==> src/rtl/bpfe_pkg.sv <==
package bpfe_pkg;
  localparam int NPROF   = 6;
  localparam int PSEL_W  = $clog2(NPROF + 1);
  localparam int PAY_W   = 8;
  localparam int MAX_PAR = 8;
  localparam int PAR_W   = $clog2(MAX_PAR + 1);
  localparam int PRE_W   = 5;
  localparam int PAT_W   = 32;
  localparam int SEED_W  = 15;
  localparam int BYTE_W  = 8;
  localparam int SCNT_W  = 3;
  localparam logic [8:0] GF_POLY = 9'h11D;

  typedef struct packed {
    logic [PAY_W-1:0]  pay_len;
    logic [PAR_W-1:0]  par_len;
    logic [PRE_W-1:0]  pre_len;
    logic [PAT_W-1:0]  pre_pat;
    logic              qam16;
    logic              rand_en;
    logic [SEED_W-1:0] seed;
  } prof_t;

  typedef enum logic [1:0] {ST_IDLE, ST_PRE, ST_FETCH, ST_SEND} st_t;

  function automatic logic [7:0] gf_mul(input logic [7:0] a, input logic [7:0] b);
    logic [7:0] acc;
    logic [7:0] aa;
    acc = '0;
    aa  = a;
    for (int i = 0; i < 8; i++) begin
      if (b[i]) acc = acc ^ aa;
      aa = aa[7] ? ((aa << 1) ^ GF_POLY[7:0]) : (aa << 1);
    end
    return acc;
  endfunction

  function automatic logic [7:0] gf_alpha_pow(input int n);
    logic [7:0] v;
    v = 8'h01;
    for (int i = 0; i < n; i++) v = gf_mul(v, 8'h02);
    return v;
  endfunction
endpackage

==> src/rtl/bpfe_profile_store.sv <==
module bpfe_profile_store
  import bpfe_pkg::*;
(
  input  logic              clk,
  input  logic              rst_n,
  input  logic              we,
  input  logic [PSEL_W-1:0] wsel,
  input  prof_t             wdata,
  input  logic [PSEL_W-1:0] rsel,
  output prof_t             rdata
);
  prof_t ent_all [NPROF];

  for (genvar g = 0; g < NPROF; g++) begin : g_ent
    prof_t ent_q;
    always_ff @(posedge clk or negedge rst_n) begin
      if (!rst_n) ent_q <= '0;
      else if (we && (wsel == PSEL_W'(g))) ent_q <= wdata;
    end
    assign ent_all[g] = ent_q;
  end

  always_comb begin
    rdata = '0;
    for (int i = 0; i < NPROF; i++)
      if (rsel == PSEL_W'(i)) rdata = ent_all[i];
  end
endmodule

==> src/rtl/bpfe_rs_parity.sv <==
module bpfe_rs_parity
  import bpfe_pkg::*;
(
  input  logic              clk,
  input  logic              rst_n,
  input  logic              clr,
  input  logic              absorb,
  input  logic [BYTE_W-1:0] din,
  input  logic              shift,
  output logic [BYTE_W-1:0] head
);
  logic [BYTE_W-1:0] par_all [MAX_PAR];

  for (genvar k = 0; k < MAX_PAR; k++) begin : g_par
    localparam logic [7:0] ROOT = gf_alpha_pow(k + 1);
    logic [BYTE_W-1:0] q;
    logic [BYTE_W-1:0] shin;
    logic [BYTE_W-1:0] nxt;
    if (k == MAX_PAR - 1) begin : g_tail
      assign shin = '0;
    end else begin : g_mid
      assign shin = par_all[k+1];
    end
    always_comb begin
      nxt = q;
      if (clr)         nxt = '0;
      else if (absorb) nxt = gf_mul(q, ROOT) ^ din;
      else if (shift)  nxt = shin;
    end
    always_ff @(posedge clk or negedge rst_n) begin
      if (!rst_n) q <= '0;
      else        q <= nxt;
    end
    assign par_all[k] = q;
  end

  assign head = par_all[0];

  // a byte is never absorbed in the same cycle a parity byte is drained
  p_absorb_shift_excl_r5: assert property (@(posedge clk) disable iff (!rst_n)
    !(absorb && shift));
endmodule

==> src/rtl/bpfe_sym_mapper.sv <==
module bpfe_sym_mapper
  import bpfe_pkg::*;
(
  input  logic              clk,
  input  logic              rst_n,
  input  logic              load,
  input  logic [SEED_W-1:0] seed,
  input  logic              step,
  input  logic              qam16,
  input  logic              rand_en,
  input  logic [3:0]        raw,
  output logic [3:0]        sym
);
  logic [SEED_W-1:0] lfsr_q, lfsr_n;
  logic [1:0]        quad_q, quad_n;

  always_comb begin
    logic [SEED_W-1:0] s;
    logic [3:0]        x;
    logic              r;
    logic [1:0]        u;
    s = lfsr_q;
    x = '0;
    r = 1'b0;
    for (int i = 0; i < 4; i++) begin
      if (i < 2 || qam16) begin
        r = s[SEED_W-1] ^ s[SEED_W-2];
        x = {x[2:0], raw[3-i] ^ (rand_en & r)};
        s = {s[SEED_W-2:0], r};
      end
    end
    u      = qam16 ? x[3:2] : x[1:0];
    quad_n = quad_q + u;
    lfsr_n = s;
    sym    = qam16 ? {quad_n, x[1:0]} : {2'b00, quad_n};
  end

  always_ff @(posedge clk or negedge rst_n) begin
    if (!rst_n) begin
      lfsr_q <= '0;
      quad_q <= '0;
    end else if (load) begin
      lfsr_q <= seed;
      quad_q <= '0;
    end else if (step) begin
      lfsr_q <= lfsr_n;
      quad_q <= quad_n;
    end
  end

  // the reference is never reloaded while a data symbol is leaving
  p_load_step_excl_r8: assert property (@(posedge clk) disable iff (!rst_n)
    !(load && step));
endmodule

==> src/rtl/bpfe_burst_encoder.sv <==
module bpfe_burst_encoder
  import bpfe_pkg::*;
(
  input  logic              clk,
  input  logic              rst_n,
  input  logic              cfg_we,
  input  logic [PSEL_W-1:0] cfg_sel,
  input  logic [PAY_W-1:0]  cfg_pay_len,
  input  logic [PAR_W-1:0]  cfg_par_len,
  input  logic [PRE_W-1:0]  cfg_pre_len,
  input  logic [PAT_W-1:0]  cfg_pre_pat,
  input  logic              cfg_qam16,
  input  logic              cfg_rand_en,
  input  logic [SEED_W-1:0] cfg_seed,
  input  logic              start_valid,
  output logic              start_ready,
  input  logic [PSEL_W-1:0] start_prof,
  input  logic              in_valid,
  output logic              in_ready,
  input  logic [BYTE_W-1:0] in_data,
  output logic              sym_valid,
  input  logic              sym_ready,
  output logic [3:0]        sym_data,
  output logic              sym_last
);
  st_t               st_q;
  prof_t             cfg_w, prof_rd;
  logic              qam_q, ren_q;
  logic [PAT_W-1:0]  pre_sh_q;
  logic [PRE_W-1:0]  pre_cnt_q;
  logic [PAY_W-1:0]  pay_left_q;
  logic [PAR_W-1:0]  par_left_q;
  logic [BYTE_W-1:0] byte_q;
  logic [SCNT_W-1:0] scnt_q;
  logic [BYTE_W-1:0] par_head;
  logic [3:0]        map_sym, pre_sym;
  logic              start_fire, prof_ok, load, in_fire, par_take, sym_fire, final_sym;
  logic [SCNT_W-1:0] syms_per_byte;

  always_comb begin
    cfg_w.pay_len = cfg_pay_len;
    cfg_w.par_len = cfg_par_len;
    cfg_w.pre_len = cfg_pre_len;
    cfg_w.pre_pat = cfg_pre_pat;
    cfg_w.qam16   = cfg_qam16;
    cfg_w.rand_en = cfg_rand_en;
    cfg_w.seed    = cfg_seed;
  end

  bpfe_profile_store u_store (
    .clk(clk), .rst_n(rst_n), .we(cfg_we), .wsel(cfg_sel), .wdata(cfg_w),
    .rsel(start_prof), .rdata(prof_rd)
  );

  assign start_ready   = (st_q == ST_IDLE);
  assign start_fire    = start_valid && start_ready;
  assign prof_ok       = (start_prof < PSEL_W'(NPROF));
  assign load          = start_fire && prof_ok;
  assign in_ready      = (st_q == ST_FETCH) && (pay_left_q != '0);
  assign in_fire       = in_valid && in_ready;
  assign par_take      = (st_q == ST_FETCH) && (pay_left_q == '0) && (par_left_q != '0);
  assign sym_valid     = (st_q == ST_PRE) || (st_q == ST_SEND);
  assign sym_fire      = sym_valid && sym_ready;
  assign final_sym     = (st_q == ST_SEND) && (scnt_q == SCNT_W'(1)) &&
                         (pay_left_q == '0) && (par_left_q == '0);
  assign sym_last      = final_sym;
  assign syms_per_byte = qam_q ? SCNT_W'(2) : SCNT_W'(4);
  assign pre_sym       = qam_q ? pre_sh_q[PAT_W-1 -: 4] : {2'b00, pre_sh_q[PAT_W-1 -: 2]};
  assign sym_data      = (st_q == ST_PRE) ? pre_sym : map_sym;

  bpfe_rs_parity u_parity (
    .clk(clk), .rst_n(rst_n), .clr(load), .absorb(in_fire), .din(in_data),
    .shift(par_take), .head(par_head)
  );

  bpfe_sym_mapper u_mapper (
    .clk(clk), .rst_n(rst_n), .load(load), .seed(prof_rd.seed),
    .step((st_q == ST_SEND) && sym_fire), .qam16(qam_q), .rand_en(ren_q),
    .raw(byte_q[BYTE_W-1 -: 4]), .sym(map_sym)
  );

  always_ff @(posedge clk or negedge rst_n) begin
    if (!rst_n) begin
      st_q       <= ST_IDLE;
      qam_q      <= 1'b0;
      ren_q      <= 1'b0;
      pre_sh_q   <= '0;
      pre_cnt_q  <= '0;
      pay_left_q <= '0;
      par_left_q <= '0;
      byte_q     <= '0;
      scnt_q     <= '0;
    end else begin
      unique case (st_q)
        ST_IDLE: if (load) begin
          qam_q      <= prof_rd.qam16;
          ren_q      <= prof_rd.rand_en;
          pre_sh_q   <= prof_rd.pre_pat;
          pre_cnt_q  <= prof_rd.pre_len;
          pay_left_q <= prof_rd.pay_len;
          par_left_q <= prof_rd.par_len;
          st_q       <= (prof_rd.pre_len != '0) ? ST_PRE : ST_FETCH;
        end
        ST_PRE: if (sym_fire) begin
          pre_sh_q  <= qam_q ? (pre_sh_q << 4) : (pre_sh_q << 2);
          pre_cnt_q <= pre_cnt_q - 1'b1;
          if (pre_cnt_q == PRE_W'(1)) st_q <= ST_FETCH;
        end
        ST_FETCH: begin
          if (in_fire) begin
            byte_q     <= in_data;
            pay_left_q <= pay_left_q - 1'b1;
            scnt_q     <= syms_per_byte;
            st_q       <= ST_SEND;
          end else if (par_take) begin
            byte_q     <= par_head;
            par_left_q <= par_left_q - 1'b1;
            scnt_q     <= syms_per_byte;
            st_q       <= ST_SEND;
          end else if (pay_left_q == '0) begin
            st_q <= ST_IDLE;
          end
        end
        ST_SEND: if (sym_fire) begin
          byte_q <= qam_q ? (byte_q << 4) : (byte_q << 2);
          scnt_q <= scnt_q - 1'b1;
          if (scnt_q == SCNT_W'(1)) st_q <= final_sym ? ST_IDLE : ST_FETCH;
        end
        default: st_q <= ST_IDLE;
      endcase
    end
  end

  // a stalled symbol keeps its value and flag
  p_sym_hold_r11: assert property (@(posedge clk) disable iff (!rst_n)
    (sym_valid && !sym_ready) |=> (sym_valid && $stable(sym_data) && $stable(sym_last)));

  // taking the last symbol returns the block to idle
  p_last_frees_start_r10: assert property (@(posedge clk) disable iff (!rst_n)
    (sym_valid && sym_ready && sym_last) |=> (start_ready && !sym_valid));

  // no start is taken while symbols are pending
  p_start_blocked_r3: assert property (@(posedge clk) disable iff (!rst_n)
    sym_valid |-> !start_ready);

  // payload is only pulled between symbols
  p_in_gap_only_r4: assert property (@(posedge clk) disable iff (!rst_n)
    in_ready |-> !sym_valid);
endmodule

==> config.mk <==
export PLATFORM = sky130hd
export DESIGN_NAME = bpfe_burst_encoder
export DESIGN_NICKNAME = d
export VERILOG_FILES = /design/src/rtl/bpfe_pkg.sv /design/src/rtl/bpfe_profile_store.sv /design/src/rtl/bpfe_rs_parity.sv /design/src/rtl/bpfe_sym_mapper.sv /design/src/rtl/bpfe_burst_encoder.sv
export SDC_FILE = /design/constraint.sdc
export NUM_CORES = 1
export LEC_CHECK = 0
export ABC_AREA = 1
export BUFFER_PORTS_ARGS = -buffer_cell sky130_fd_sc_hd__buf_2
export CORE_MARGIN = 4
export CORE_UTILIZATION = 56
export CTS_CLUSTER_DIAMETER = 200
export DETAILED_ROUTE_END_ITERATION = 7
export PLACE_DENSITY_LB_ADDON = 0.1
export SLEW_MARGIN = 20
export SYNTH_ARGS = -nofsm -noshare
export SYNTH_HDL_FRONTEND = slang
export SYNTH_SLANG_ARGS = --single-unit
==> constraint.sdc <==
create_clock -name clk -period 1.9 [get_ports clk]
set_input_delay 0.285 -clock clk [delete_from_list [all_inputs] [get_ports clk]]
set_output_delay 0.285 -clock clk [all_outputs]
set_load 0.01 [all_outputs]
==> qor.txt <==
Area of the multi-input gates -> 12000 um^2
TritonRoute pass-1 iters -> 6
Crit end category -> output port
Reg area -> 13500 um^2
DRC viols -> 0
Worst-path clk slew -> 0.06 ns
Synthesis Warnings -> 0
DR vias/cell -> 6.01
Seq cells post-synth -> 541
Failing checks -> setup timing
Max Slew Vio Count -> 0
ANT nets after route -> 0
Crit-path slowest cell -> dfrtp_1
CTS sink count -> 541
CTS Buffer Depth -> 3
EDFF count, synth -> 0
Top_reg_cell synth -> dfrtp_1
Largest net degree at the start of global routing -> 133
Max-cap violations -> 0
Num CTS Buffers -> 58
Final period util -> 158%
Fin. Hold Viols -> 0
CP Buf/Inv Count -> 1
Placer congestion estimate -> 0.863
Status -> complete, but fails checks
Critical path peak fanout -> 2
Pre-CTS setup slack -> -0.488 ns
WL/cell -> 21.0 um
Most common cell on crit path -> xor2_1
Post-layout min period -> 3.00 ns
Core footprint -> 45400 um^2
Skew-Pair Late Insertion Delay -> 0.63 ns
Routed wire length -> 83000 um
Chip height -> 222 um
Nets -> 3412
Syn avg cell area -> 8.25 um^2
Die area -> 49500 um^2
Starting Density -> 56.8%
Worst Tran Pin Value -> 0.647 ns
Seq/Total Area, Yosys -> 52.5%
P per Cell Area -> 1470 nW/um^2
CP cell instances -> xnor2_2, nor2_1, xor2_1, ha_2, xnor2_2, xor2_1, xor2_1, o21ai_2, o21a_1, buf_2
Reg2reg end -> u_parity.g_par[3].shin[6]
Unrepaired setup endpoints after global routing -> true
Hold path cells -> 3
DR vias -> 23800
Final setup violation count -> 95
Number of fill cells in the layout -> 3253
Final core occ -> 72.3%
Reg2reg setup slack -> -0.55 ns
Ports -> 94
F_max -> 0.333 GHz
Delay-heaviest family, CP -> XOR/XNOR gates
Die Width -> 222 um
Number of diodes -> 0
Worst slew margin -> 56.6%
Worst setup path endpoint -> sym_data[1]
Critical R2R Launch -> pay_left_q[1]
Worst endpoint required time -> 1.62 ns
CTS tree -> yes
CTS H-tree depth -> 2
Most frequent cells in the layout -> nand2_1 (895), dfrtp_1 (539), o21ai_0 (481)
Worst hold path type -> input pin to register
Data arrival, critical path -> 2.71 ns
Synth cell types -> 42
Critical path class -> register to output port
Post-Synthesis Cells -> 3124
Crit path launch -> u_mapper.lfsr_q[13]
Global Route Usage Sum -> 31.4%
Leakage power -> 15.4 nW
Reg2Reg Depth -> 17
Root Driver -> clkbuf_16
Area Overhead vs Synth -> 27.3%
Initial DRC count -> 2786
Row count -> 78
Slowest stage delay, CP -> 0.41 ns
Synthesized cell area -> 25800 um^2
Commonest non-fill, non-tap cell in the layout -> nand2_1
First-pass GRT wire length -> 127000 um
VDD IR max -> 1.25 mV
Vias in the first global route -> 23200
Final WS setup -> -1.10 ns
Fraction of registers with async set or reset after synthesis -> 100%
IO Port Bufs -> 93
Detailed placement HPWL -> 44700 um
Critical path launch point type -> register
Clock skew -> 0.0202 ns
Congestion Overflow GR -> 0
Share of layout cells above drive strength 1 -> 20.8%
Crit. path cell count -> 10
Post-Syn Nets -> 3218
Initial antenna violation count -> 0
==> worst register-to-register path: stages, from the launching register on <==
cell	delay, ns
dfrtp_1	0.40
inv_2	0.09
ha_4	0.15
nand2_4	0.05
nor2_4	0.09
nand2_2	0.08
nor2_4	0.20
buf_12	0.14
buf_12	0.10
buf_8	0.10
buf_6	0.09
nand3_4	0.14
nand2_8	0.14
clkinv_8	0.10
buf_12	0.15
buf_12	0.14
nand2_2	0.05
o21ai_1	0.09
==> cells by family after synthesis <==
logic type | synth area share [%]
XOR/XNOR | 5.40
flip-flops | 52.5
multiplexers | 0.0777
AND/OR/NAND/NOR | 18.9
adder cells (fa/ha/maj) | 0.389
AO/OA/AOI/OAI | 16.5
buffers and inverters | 6.20
==> metal layers <==
| metal | part of all wire, % | global-route usage (%) |
|---|---|---|
| met5 | 0 | 0 |
| met2 | 46 | 49.5 |
| met1 | 40 | 43.7 |
| met4 | 5.1 | 13.0 |
| met3 | 8.2 | 5.14 |
==> worst min-delay path by stage <==
stage                          from              endpoint  slack [ns]
finish              cfg_pre_pat[19]  u_store.ent_all[102]        0.01
global route        cfg_pre_pat[26]  u_store.ent_all[175]        0.03
CTS                    cfg_seed[11]  u_store.ent_all[275]      0.0005
detailed placement            rst_n  u_store.ent_all[391]        0.21
global placement              rst_n  u_store.ent_all[324]        0.20
floorplan                     rst_n             byte_q[0]       -0.01
==> power breakdown <==
part | switching [W] | total (W) | internal [W]
registers | 0.00258 | 0.0170 | 0.0144
logic | 0.0115 | 0.0201 | 0.00860
clock network | 0.00471 | 0.0112 | 0.00648
==> metrics by stage <==
| step | cell area [um^2] | hold slack (ns) | TNS [ns] | total power [W] | cells |
|---|---|---|---|---|---|
| 2_1_floorplan | 25800 | -0.0106 | -0.413 | 0.0257 | 3124 |
| 3_3_place_gp | 28000 | 0.201 | -12.15 | 0.0297 | 3760 |
| 3_5_place_dp | 28000 | 0.207 | -18.99 | 0.0302 | 3760 |
| 4_1_cts | 32100 | 0.000545 | -34.84 | 0.0452 | 3955 |
| 5_1_grt | 32800 | 0.0250 | -47.74 | 0.0506 | 3959 |
| 6_report | 32800 | 0.0148 | -40.11 | 0.0482 | 3959 |
==> cell type report <==
cell class / count / area share (%)
multi-input combinational: 2178 / 36.7
timing repair buffer: 345 / 11.7
tap: 600 / 2.29
clock buffer: 86 / 5.36
sequential: 541 / 41.3
inverter: 194 / 2.35
clock inverter: 15 / 0.347
==> synth_stat cells (5+ instances only) <==
| cell | n | area [um^2] |
|---|---|---|
| xor2_1 | 74 | 648 |
| a31oi_1 | 10 | 62.6 |
| a22oi_1 | 14 | 105 |
| o221ai_1 | 16 | 140 |
| or2_2 | 5 | 31.3 |
| nor2_1 | 84 | 315 |
| o21ai_0 | 568 | 2840 |
| o21ai_1 | 18 | 90.1 |
| inv_2 | 8 | 30.0 |
| nand2_1 | 982 | 3690 |
| a21oi_1 | 102 | 510 |
| o22ai_1 | 26 | 163 |
| buf_2 | 35 | 175 |
| xnor2_1 | 85 | 744 |
| nand3_1 | 77 | 385 |
| buf_4 | 7 | 52.6 |
| buf_1 | 9 | 33.8 |
| nor3_1 | 8 | 40.0 |
| dfrtp_1 | 541 | 13500 |
| nand4_1 | 44 | 275 |
| inv_1 | 182 | 683 |
| o211ai_1 | 17 | 128 |
| a221oi_1 | 11 | 96.3 |
| ha_1 | 8 | 100 |
| clkbuf_1 | 159 | 597 |
==> registers in the layout, indices dropped and copies added (netlist names) <==
name	flops
qam_q	1
scnt_q	3
u_store.ent_all	396
pre_cnt_q	5
u_mapper.lfsr_q	15
pay_left_q	8
u_mapper.quad_q	2
par_left_q	4
u_parity.head	8
pre_sh_q	32
ren_q	1
byte_q	8
st_q	2
u_parity.g_par.shin	56
==> timing repair <==
action / 4_1_cts / 5_1_grt
gates resized for setup: 297 / 223
endpoints found under the setup margin: 108 / 116
cloned: 30 / 1
pin swaps: 47 / 66
setup buffers: 48 / 27
hold buffers: 21 / 0
endpoints found under the hold margin: 327 / 0
Power figures use the tool's default switching activity.
